File: src/rtl/cams_pkg.sv
package cams_pkg;
  typedef enum logic [1:0] {
    PH_UNC   = 2'd0,
    PH_WAIT  = 2'd1,
    PH_BCAST = 2'd2
  } phase_t;
endpackage

File: src/rtl/cams_rr_pick.sv
module cams_rr_pick #(
  parameter int N  = 4,
  localparam int IW = (N > 1) ? $clog2(N) : 1
) (
  input  logic          clk,
  input  logic          rst_n,
  input  logic [N-1:0]  req,
  input  logic          advance,
  output logic [N-1:0]  gnt,
  output logic [IW-1:0] idx,
  output logic          any
);
  logic [IW-1:0] last_q;

  function automatic logic [IW-1:0] pick_next(input logic [N-1:0] r,
                                              input logic [IW-1:0] last);
    logic [IW-1:0] p;
    logic found;
    p = last;
    found = 1'b0;
    for (int k = 1; k <= N; k++) begin
      int j;
      j = (int'(last) + k) % N;
      if (!found && r[j]) begin
        p = j[IW-1:0];
        found = 1'b1;
      end
    end
    return p;
  endfunction

  assign any = |req;
  assign idx = pick_next(req, last_q);
  assign gnt = any ? ({{(N-1){1'b0}}, 1'b1} << idx) : '0;

  always_ff @(posedge clk) begin
    if (!rst_n)       last_q <= IW'(N - 1);
    else if (advance) last_q <= idx;
  end

  p_grant_is_requester_r3: assert property (@(posedge clk) disable iff (!rst_n)
    any |-> ((gnt & req) == gnt) && $onehot(gnt));
endmodule

File: src/rtl/cams_deliver.sv
module cams_deliver #(
  parameter int N  = 4,
  parameter int DW = 32
) (
  input  logic          clk,
  input  logic          rst_n,
  input  logic          load,
  input  logic [N-1:0]  load_mask,
  input  logic [DW-1:0] load_data,
  input  logic [N-1:0]  rd_ready,
  output logic [N-1:0]  rd_valid,
  output logic [DW-1:0] rd_data,
  output logic          empty
);
  logic [N-1:0]  vld_q;
  logic [DW-1:0] data_q;

  assign rd_valid = vld_q;
  assign rd_data  = data_q;
  assign empty    = (vld_q == '0);

  always_ff @(posedge clk) begin
    if (!rst_n) begin
      vld_q  <= '0;
      data_q <= '0;
    end else if (load) begin
      vld_q  <= load_mask;
      data_q <= load_data;
    end else begin
      vld_q  <= vld_q & ~rd_ready;
    end
  end

  // data held while any accelerator still has to take it
  p_data_held_r8: assert property (@(posedge clk) disable iff (!rst_n)
    !empty |=> $stable(rd_data));
  // valid bits only clear while the buffer is occupied
  p_no_new_valid_r8: assert property (@(posedge clk) disable iff (!rst_n)
    !empty |=> ((rd_valid & ~$past(rd_valid)) == '0));
endmodule

File: src/rtl/cams_sched.sv
module cams_sched
  import cams_pkg::*;
#(
  parameter int N       = 4,
  parameter int AW      = 16,
  parameter int DW      = 32,
  parameter int MAX_OUT = 2,
  localparam int IW = (N > 1) ? $clog2(N) : 1,
  localparam int TW = IW + 1,
  localparam int CW = $clog2(MAX_OUT + 1)
) (
  input  logic            clk,
  input  logic            rst_n,
  input  logic [N-1:0]    member,
  input  logic [N*AW-1:0] base_addr,
  input  logic [N-1:0]    u_req,
  input  logic [N*AW-1:0] u_off,
  output logic [N-1:0]    u_ready,
  input  logic [N-1:0]    arrive,
  input  logic [AW-1:0]   comb_addr,
  output logic            dma_req,
  output logic [AW-1:0]   dma_addr,
  output logic [TW-1:0]   dma_tag,
  input  logic            dma_gnt,
  input  logic            dma_rvalid,
  input  logic [TW-1:0]   dma_rtag,
  input  logic [DW-1:0]   dma_rdata,
  output logic            dma_rready,
  output logic [N-1:0]    rd_valid,
  output logic [DW-1:0]   rd_data,
  input  logic [N-1:0]    rd_ready
);
  function automatic logic [AW-1:0] relocate(input logic [AW-1:0] base,
                                             input logic [AW-1:0] off);
    return base + off;
  endfunction

  phase_t        phase_q;
  logic [CW-1:0] out_cnt_q;

  logic          room, unc_ok, comb_ready, buf_empty;
  logic [N-1:0]  arb_req, arb_gnt;
  logic [IW-1:0] arb_idx;
  logic          arb_any;
  logic          unc_fire, comb_fire, rsp_fire, rsp_comb;
  logic [IW-1:0] rsp_idx;
  logic [N-1:0]  load_mask;

  assign room    = (out_cnt_q < CW'(MAX_OUT));
  assign unc_ok  = (phase_q == PH_UNC) && room;
  assign arb_req = u_req & {N{unc_ok}};

  cams_rr_pick #(.N(N)) i_arb (
    .clk(clk), .rst_n(rst_n), .req(arb_req), .advance(unc_fire),
    .gnt(arb_gnt), .idx(arb_idx), .any(arb_any)
  );

  assign comb_ready = (phase_q == PH_UNC) && (member != '0) &&
                      ((arrive & member) == member) && (u_req == '0) &&
                      (out_cnt_q == '0) && buf_empty;

  assign dma_req   = arb_any | comb_ready;
  assign dma_addr  = arb_any ? relocate(base_addr[arb_idx*AW +: AW], u_off[arb_idx*AW +: AW])
                             : comb_addr;
  assign dma_tag   = arb_any ? {1'b0, arb_idx} : {1'b1, {IW{1'b0}}};
  assign unc_fire  = arb_any & dma_gnt;
  assign comb_fire = comb_ready & dma_gnt;
  assign u_ready   = arb_gnt & {N{dma_gnt}};

  assign dma_rready = buf_empty;
  assign rsp_fire   = dma_rvalid & dma_rready;
  assign rsp_comb   = dma_rtag[TW-1];
  assign rsp_idx    = dma_rtag[IW-1:0];
  assign load_mask  = rsp_comb ? member : ({{(N-1){1'b0}}, 1'b1} << rsp_idx);

  cams_deliver #(.N(N), .DW(DW)) i_dlv (
    .clk(clk), .rst_n(rst_n), .load(rsp_fire), .load_mask(load_mask),
    .load_data(dma_rdata), .rd_ready(rd_ready), .rd_valid(rd_valid),
    .rd_data(rd_data), .empty(buf_empty)
  );

  always_ff @(posedge clk) begin
    if (!rst_n) out_cnt_q <= '0;
    else        out_cnt_q <= out_cnt_q + CW'(unc_fire) - CW'(rsp_fire && !rsp_comb);
  end

  always_ff @(posedge clk) begin
    if (!rst_n) phase_q <= PH_UNC;
    else begin
      case (phase_q)
        PH_UNC:   if (comb_fire) phase_q <= PH_WAIT;
        PH_WAIT:  if (rsp_fire && rsp_comb) phase_q <= PH_BCAST;
        PH_BCAST: if (buf_empty) phase_q <= PH_UNC;
        default:  phase_q <= PH_UNC;
      endcase
    end
  end

  p_onehot_grant_r3: assert property (@(posedge clk) disable iff (!rst_n)
    $onehot0(u_ready));
  p_no_grant_wo_gnt_r4: assert property (@(posedge clk) disable iff (!rst_n)
    !dma_gnt |-> (u_ready == '0));
  p_private_onehot_r5: assert property (@(posedge clk) disable iff (!rst_n)
    (rsp_fire && !rsp_comb) |=> $onehot(rd_valid));
  p_comb_gate_r6: assert property (@(posedge clk) disable iff (!rst_n)
    comb_fire |-> (out_cnt_q == '0) && ((arrive & member) == member));
  p_comb_after_unc_r7: assert property (@(posedge clk) disable iff (!rst_n)
    comb_fire |-> (u_req == '0) && !unc_fire);
  p_bcast_mask_r8: assert property (@(posedge clk) disable iff (!rst_n)
    (rsp_fire && rsp_comb) |=> (rd_valid == $past(member)));
  p_round_block_r9: assert property (@(posedge clk) disable iff (!rst_n)
    (phase_q != PH_UNC) |-> !dma_req);
  p_no_overflow_r10: assert property (@(posedge clk) disable iff (!rst_n)
    (out_cnt_q == CW'(MAX_OUT)) |-> !unc_fire);
endmodule

File: config.mk
export PLATFORM = sky130hd
export DESIGN_NAME = cams_sched
export DESIGN_NICKNAME = d
export VERILOG_FILES = /design/src/rtl/cams_pkg.sv /design/src/rtl/cams_rr_pick.sv /design/src/rtl/cams_deliver.sv /design/src/rtl/cams_sched.sv
export SDC_FILE = /design/constraint.sdc
export NUM_CORES = 1
export LEC_CHECK = 0
export ABC_AREA = 1
export BUFFER_PORTS_ARGS = -buffer_cell sky130_fd_sc_hd__buf_2
export CAP_MARGIN = 5
export CORE_ASPECT_RATIO = 2
export CORE_MARGIN = 2
export CORE_UTILIZATION = 39
export CTS_CLUSTER_SIZE = 8
export DETAILED_ROUTE_END_ITERATION = 8
export GPL_ROUTABILITY_DRIVEN = 0
export PLACE_DENSITY = 0.87
export SYNTH_ARGS = -nofsm -noshare
export SYNTH_HDL_FRONTEND = slang
export SYNTH_SLANG_ARGS = --single-unit
File: constraint.sdc
create_clock -name clk -period 4.7 [get_ports clk]
set_input_delay 0.705 -clock clk [delete_from_list [all_inputs] [get_ports clk]]
set_output_delay 0.705 -clock clk [all_outputs]
set_load 0.03 [all_outputs]
# [Word level (Yosys, flattened, before mapping)]
# Cells that the tools add are included.
[op_classes] mux=28 magnitude_cmp=5 shift=4 eq_ne=6 bitwise=13 n_addsub=7 reduce_logical=26
[ops] op="64-bit by 7-bit indexed part select with 16-bit output" count=2
[ops] op="16-bit adder" count=1
[ops] op="4-bit AND" count=4
[ops] op="3-bit by 4-bit < comparator with 1-bit output (second input constant)" count=4
[ops] op="16-bit 2-to-1 mux" count=1
[ops] op="2-bit 2-to-1 mux" count=7
[ops] op="4-bit 2-to-1 mux" count=3
[ops] op="1-bit logical AND" count=11
[ops] op="1-bit 2-to-1 mux" count=11
[ops] op="1-bit binary-select mux with 2-bit select" count=4
[ops] op="4-bit logical NOT" count=2
[ops] op="2-bit OR reduction" count=4
[ops] op="1-bit by 2-bit left shift with 4-bit output (first input constant)" count=2
[ops] op="2-bit != test (second input constant)" count=3
[ops] op="2-bit case mux with 3 select lines" count=1
[ops] op="2-bit by 1-bit adder with 2-bit output (second input constant)" count=2
[ops] op="2-bit adder (second input constant)" count=2
[ops] op="1-bit AND (first input constant)" count=4
[ops] op="4-bit == test" count=1
[ops] op="1-bit logical NOT" count=4
[ops] op="2-bit logical NOT" count=2
[ops] op="4-bit inverter" count=1
[ops] op="4-bit nonzero test" count=1
[ops] op="4-bit OR reduction" count=1
[ops] op="other kinds (9)" count=11
[totals] reg_bits=42 in_bits=199 elab_cells=94

# [Longest topological paths before layout]
[logic_depth] ltp_word=19 depth_mapped=30 ltp_nobuf=29

# [Modules after synthesis]
# From an unflattened synthesis, not the netlist that was laid out.
[hier_totals] cells_unflattened=737 hier_area_um2=4162.7
[modules_own_cells] mod="cams_sched" seq_area_each_um2=80.1 instances=1 cells_per_inst=491 area_per_inst_um2=2424.8
[modules_own_cells] mod="cams_deliver" seq_area_each_um2=720.7 instances=1 cells_per_inst=170 area_per_inst_um2=1296.2
[modules_own_cells] mod="cams_rr_pick" seq_area_each_um2=40.0 instances=1 cells_per_inst=76 area_per_inst_um2=441.7

# [Worst setup path after synthesis]
# Ideal clock, no wire load.
[synth_timing] path_kind="input port to output port" startpoint="in u_req[2]" endpoint="out dma_addr[10]" arrival_time_ps=3988 path_slack_ps=7 cell_stages=25 path_buffers=1 cell_sequence="nand4_1 -> nand2_1 -> nand2_1 -> nand2_2 -> nand3_2 -> nand2_4 -> nand2_8 -> inv_4 -> nand2_2 -> buf_2 -> o221ai_1 -> inv_1 -> ha_1 -> fa_1 -> nand3_1 -> nand2_1 -> inv_1 -> o21a_1 -> o21ai_0 -> nand2_1 -> nand2_1 -> nand2_1 -> nand2_1 -> xnor2_1 -> o21ai_0"
[synth_via] elab_chain_len=17 elab_cells_between_ends=31
[synth_lines] item="start, declared" line="cams_sched.sv:16" source="input logic [N-1:0] u_req,"
[synth_lines] item="4-bit AND (*)" line="cams_sched.sv:51" source="assign arb_req = u_req & {N{unc_ok}};"
[synth_lines] item="1-bit binary-select mux with 2-bit select" line="cams_rr_pick.sv:24" source="if (!found && r[j]) begin"
[synth_lines] item="1-bit 2-to-1 mux (implied by the code) (2 in series)" line="cams_rr_pick.sv:24"
[synth_lines] item="1-bit 2-to-1 mux" line="cams_rr_pick.sv:24"
[synth_lines] item="1-bit logical NOT" line="cams_rr_pick.sv:24"
[synth_lines] item="1-bit logical AND" line="cams_rr_pick.sv:24"
[synth_lines] item="1-bit 2-to-1 mux" line="cams_rr_pick.sv:24"
[synth_lines] item="1-bit logical NOT" line="cams_rr_pick.sv:24"
[synth_lines] item="1-bit logical AND" line="cams_rr_pick.sv:24"
[synth_lines] item="1-bit 2-to-1 mux" line="cams_rr_pick.sv:24"
[synth_lines] item="1-bit logical NOT" line="cams_rr_pick.sv:24"
[synth_lines] item="1-bit logical AND" line="cams_rr_pick.sv:24"
[synth_lines] item="2-bit 2-to-1 mux" line="cams_rr_pick.sv:24"
[synth_lines] item="64-bit by 7-bit indexed part select with 16-bit output" line="cams_sched.sv:63" source="assign dma_addr = arb_any ? relocate(base_addr[arb_idx*AW +: AW], u_off[arb_idx*AW +: AW])"
[synth_lines] item="16-bit adder" line="cams_sched.sv:35" source="return base + off;"
[synth_lines] item="16-bit 2-to-1 mux (*)" line="cams_sched.sv:63"
[synth_lines] item="end, declared" line="cams_sched.sv:22" source="output logic [AW-1:0] dma_addr,"
# Mark *: on every way between the ends. The rest lies on a longest branch, timed or not. The select of a mux whose other input is x is not followed.

# [Final worst setup path]
[layout_timing] startpoint="reg phase_q[1]" endpoint="out dma_addr[15]"
[layout_via] elab_chain_len=19 elab_cells_between_ends=33
[layout_lines] item="start, declared" line="cams_sched.sv:38" source="phase_t phase_q;"
[layout_lines] item="start signal, assigned" line="cams_sched.sv:88" source="if (!rst_n) phase_q <= PH_UNC;"
[layout_lines] item="start signal, assigned" line="cams_sched.sv:91" source="PH_UNC: if (comb_fire) phase_q <= PH_WAIT;"
[layout_lines] item="start signal, assigned" line="cams_sched.sv:92" source="PH_WAIT: if (rsp_fire && rsp_comb) phase_q <= PH_BCAST;"
[layout_lines] item="2-bit logical NOT (*)" line="cams_sched.sv:50" source="assign unc_ok = (phase_q == PH_UNC) && room;"
[layout_lines] item="1-bit logical AND (*)" line="cams_sched.sv:50"
[layout_lines] item="4-bit AND (*)" line="cams_sched.sv:51"
[layout_lines] item="1-bit binary-select mux with 2-bit select" line="cams_rr_pick.sv:24"
[layout_lines] item="1-bit 2-to-1 mux (implied by the code) (2 in series)" line="cams_rr_pick.sv:24"
[layout_lines] item="1-bit 2-to-1 mux" line="cams_rr_pick.sv:24"
[layout_lines] item="1-bit logical NOT" line="cams_rr_pick.sv:24"
[layout_lines] item="1-bit logical AND" line="cams_rr_pick.sv:24"
[layout_lines] item="(+2 left out)"
[layout_lines] item="1-bit logical AND" line="cams_rr_pick.sv:24"
[layout_lines] item="1-bit 2-to-1 mux" line="cams_rr_pick.sv:24"
[layout_lines] item="1-bit logical NOT" line="cams_rr_pick.sv:24"
[layout_lines] item="1-bit logical AND" line="cams_rr_pick.sv:24"
[layout_lines] item="2-bit 2-to-1 mux" line="cams_rr_pick.sv:24"
[layout_lines] item="64-bit by 7-bit indexed part select with 16-bit output" line="cams_sched.sv:63"
[layout_lines] item="16-bit adder" line="cams_sched.sv:35"
[layout_lines] item="16-bit 2-to-1 mux (*)" line="cams_sched.sv:63"
# Marks and branches as above.

==> flow_summary_export.csv <==
group,metric,value,unit
setup_path,critPathMaxStageDelay,360,ps
synthesis,synth_area,3750,sq um
routing,dr.pass1.iters,6,
hold_path,hold_class,"flip-flop to flip-flop",
global_route,antenna_found_initial,1,
floorplanning,core,9380,sq um
placement,hpwl,13.0,mm
global_route,grt_max_degree,40,
finish,nets,1117,
setup_path,cp-end-kind,"output port",
timing,setup_violations,7,
status,status,"complete, but fails checks",
setup_path,crit_slowest_cell,"dfxtp_4",
routing,wirelength,17.9,mm
global_route,overflow,0,
routing,wl_per_cell,17.8,microns
setup_path,r2r_start,"phase_q[1]",
synthesis,ys_seq_area_share,22.4,%
floorplanning,dieWidth,73.4,microns
timing,finalHoldViolCount,0,
floorplanning,io_pins,260,
status,violations,"negative setup slack",
synthesis,netlist_instances,602,
timing,rsz0062_at_grt,"true",
timing,post-route-period-util,103,%
timing,skew,2.26,ps
synthesis,yosysUniqueCellTypes,43,
synthesis,syn_avg_cell_area,6.24,sq um
floorplanning,die_y,143,microns
placement,io_buffers,259,
timing,fmax,0.206,GHz
timing,slew_violations,0,
routing,final_antenna_net_count,0,
job,drv_cap,0,
routing,num_vias,5608,
synthesis,synth.area.top_cells,"dfxtp_1, nand2_1, nand3_1",
floorplanning,die_area,10500,sq um
timing,slew-limit-headroom,38.4,%
synthesis,ys_seq_elements,42,
floorplanning,num_rows,50,
hold_path,hold_path_end,"i_dlv.rd_data[2]",
synthesis,synth.net_count,819,
synthesis,synthDominantCellAreaShare,22.4,%
clock_tree,h-tree-depth,2,
setup_path,path_class,"flip-flop to output port",
routing,viasPerCell,5.59,
setup_path,rrSetupSlack,1530,ps
setup_path,cp_common_cell,"nand2_1",
finish,synthToLayoutAreaGrowth,60.7,%
timing,fin_ws,-157,ps
clock_tree,path_clk_slew,50,ps
floorplanning,start_util,40.0,%
clock_tree,clock_latency,280,ps
setup_path,critPathMaxFanout,11,
timing,tightest_slew,923,ps
setup_path,rr_worst_depth,16,
routing,drc,0,
timing,post-route-min-period,4860,ps
global_route,grt_pass1_vias,5134,
setup_path,cp.arrival,4150,ps
setup_path,rr_endpoint,"out_cnt_q[1]",
routing,drt_iter0_markers,447,
global_route,grt_pass1_wl,23.8,mm
hold_path,worstHoldStart,"i_dlv.rd_data[2]",
synthesis,yosys_warnings,0,
clock_tree,cts_tree,"yes",
setup_path,required,3990,ps
clock_tree,cts-root-buf,"clkbuf_16",
clock_tree,cts_buffer_depth,2,
finish,drive_above_1_share,45.7,%
clock_tree,cts_sinks,42,
finish,fill_cells,837,
setup_path,start_kind,"flip-flop",
finish,utilization,64.3,%
global_route,grt_usage,29.5,%
clock_tree,cts_made_buffers,5,
synthesis,yosys.area.top_type,"dfxtp_1",
hold_path,whs_path_depth,2,
[how the worst max path moves through the flow]
stage / from / endpoint / slack [ps] / depth (start not counted)
6_report: phase_q[1] / dma_addr[15] / -160 / 26
2_1_floorplan: u_req[2] / dma_addr[10] / 7 / 25
3_3_place_gp: u_req[2] / dma_addr[12] / 40 / 29
5_1_grt: phase_q[1] / dma_addr[15] / -450 / 25
3_5_place_dp: u_req[2] / dma_addr[15] / -50 / 26
4_1_cts: i_arb.last_q[0] / dma_addr[12] / 0.8 / 29
[layer usage]
metal  GRT usage (%)  share of wire (%)  vias up  wire length, microns
met2            56.9                 52      400                  9310
li1                -                  -     2634                     -
met4            17.3                7.4        0                  1320
met3            6.56                9.3      121                  1660
met1            26.5                 31     2453                  5590
met5               0                  0        -                     0
[state kept, by name (all words and copies together), names as in the netlist]
name	flops
i_dlv.rd_valid	4
phase_q	2
out_cnt_q	2
i_arb.last_q	2
i_dlv.rd_data	32
[synthesized netlist by cell type (all sizes together)]
cell    count
o31ai       1
nor2       70
o21ai      38
o21bai      1
buf        16
a21oi      49
o22ai       2
xor2        5
o21a        1
clkbuf     11
nor3        2
a31oi       6
nor4        5
o221ai     24
nand3b      2
or2         1
a21o        2
nand2     157
fa          1
a221oi      1
o211ai      1
inv        65
dfxtp      42
a211oi      1
a22oi       8
nand4      10
o32a        1
ha         17
xnor2       6
nand3      56
[critical path, delay by kind of cell, from the launching register on]
family | cells | cell delay, ps
fa+ha+maj | 1 | 210
buf+inv | 5 | 520
flops | 1 | 360
simple gates | 12 | 1470
compound gates | 8 | 1310
[final cells by class]
class                   instances  area [sq um]  area share [%]
diodes                          1          2.50          0.0415
clock buffers                   6           139            2.30
inverters                      65           265            4.40
multi-input cells             469          2830            46.8
flip-flops and latches         42           855            14.2
well taps                     104           130            2.16
repair buffers                317          1820            30.1
[cell usage in the layout (no fill, tap or decap), types with 10 or more instances in the layout]
cell / count
buf_4: 54
nand2_1: 138
nand3_2: 10
dfxtp_1: 37
o21ai_0: 10
nand2_2: 13
o21ai_1: 26
nor2_1: 64
nand3_1: 44
ha_1: 10
inv_1: 53
o221ai_1: 20
buf_2: 251
a21oi_1: 41
[repair_timing]
item,in CTS,in global routing
setup buffers,7,17
resized for setup,32,76
endpoints found under the setup margin,9,9
hold buffers,0,0
pin swaps,11,39
cloned,1,0
[per-stage QoR]
stage          setup slack [ps]  setup TNS (ps)  hold slack [ps]  area [sq um]  cells
5_1_grt                    -447           -2930              478          6030   1004
3_5_place_dp              -49.9           -87.2              453          5300    972
6_report                   -157            -445              461          6030   1004
4_1_cts                   0.812               0              462          5600    986
2_1_floorplan              7.49               0              456          3750    602
3_3_place_gp               40.7               0              448          5300    972
[logic make-up after synthesis]
kind of cell / count (synthesis) / share of synthesized area, %
adders and majority gates: 18 / 6.20
and+or+nand+nor: 303 / 36.0
xor gates and xnor gates: 11 / 2.77
DFF: 42 / 22.4
buffers and inverters: 92 / 10.6
AOI/OAI and AO/OA: 136 / 22.0
Power is left out: the tool's default activity adds up to more than one toggle a clock period on the data nets, which glitch-free logic cannot reach.
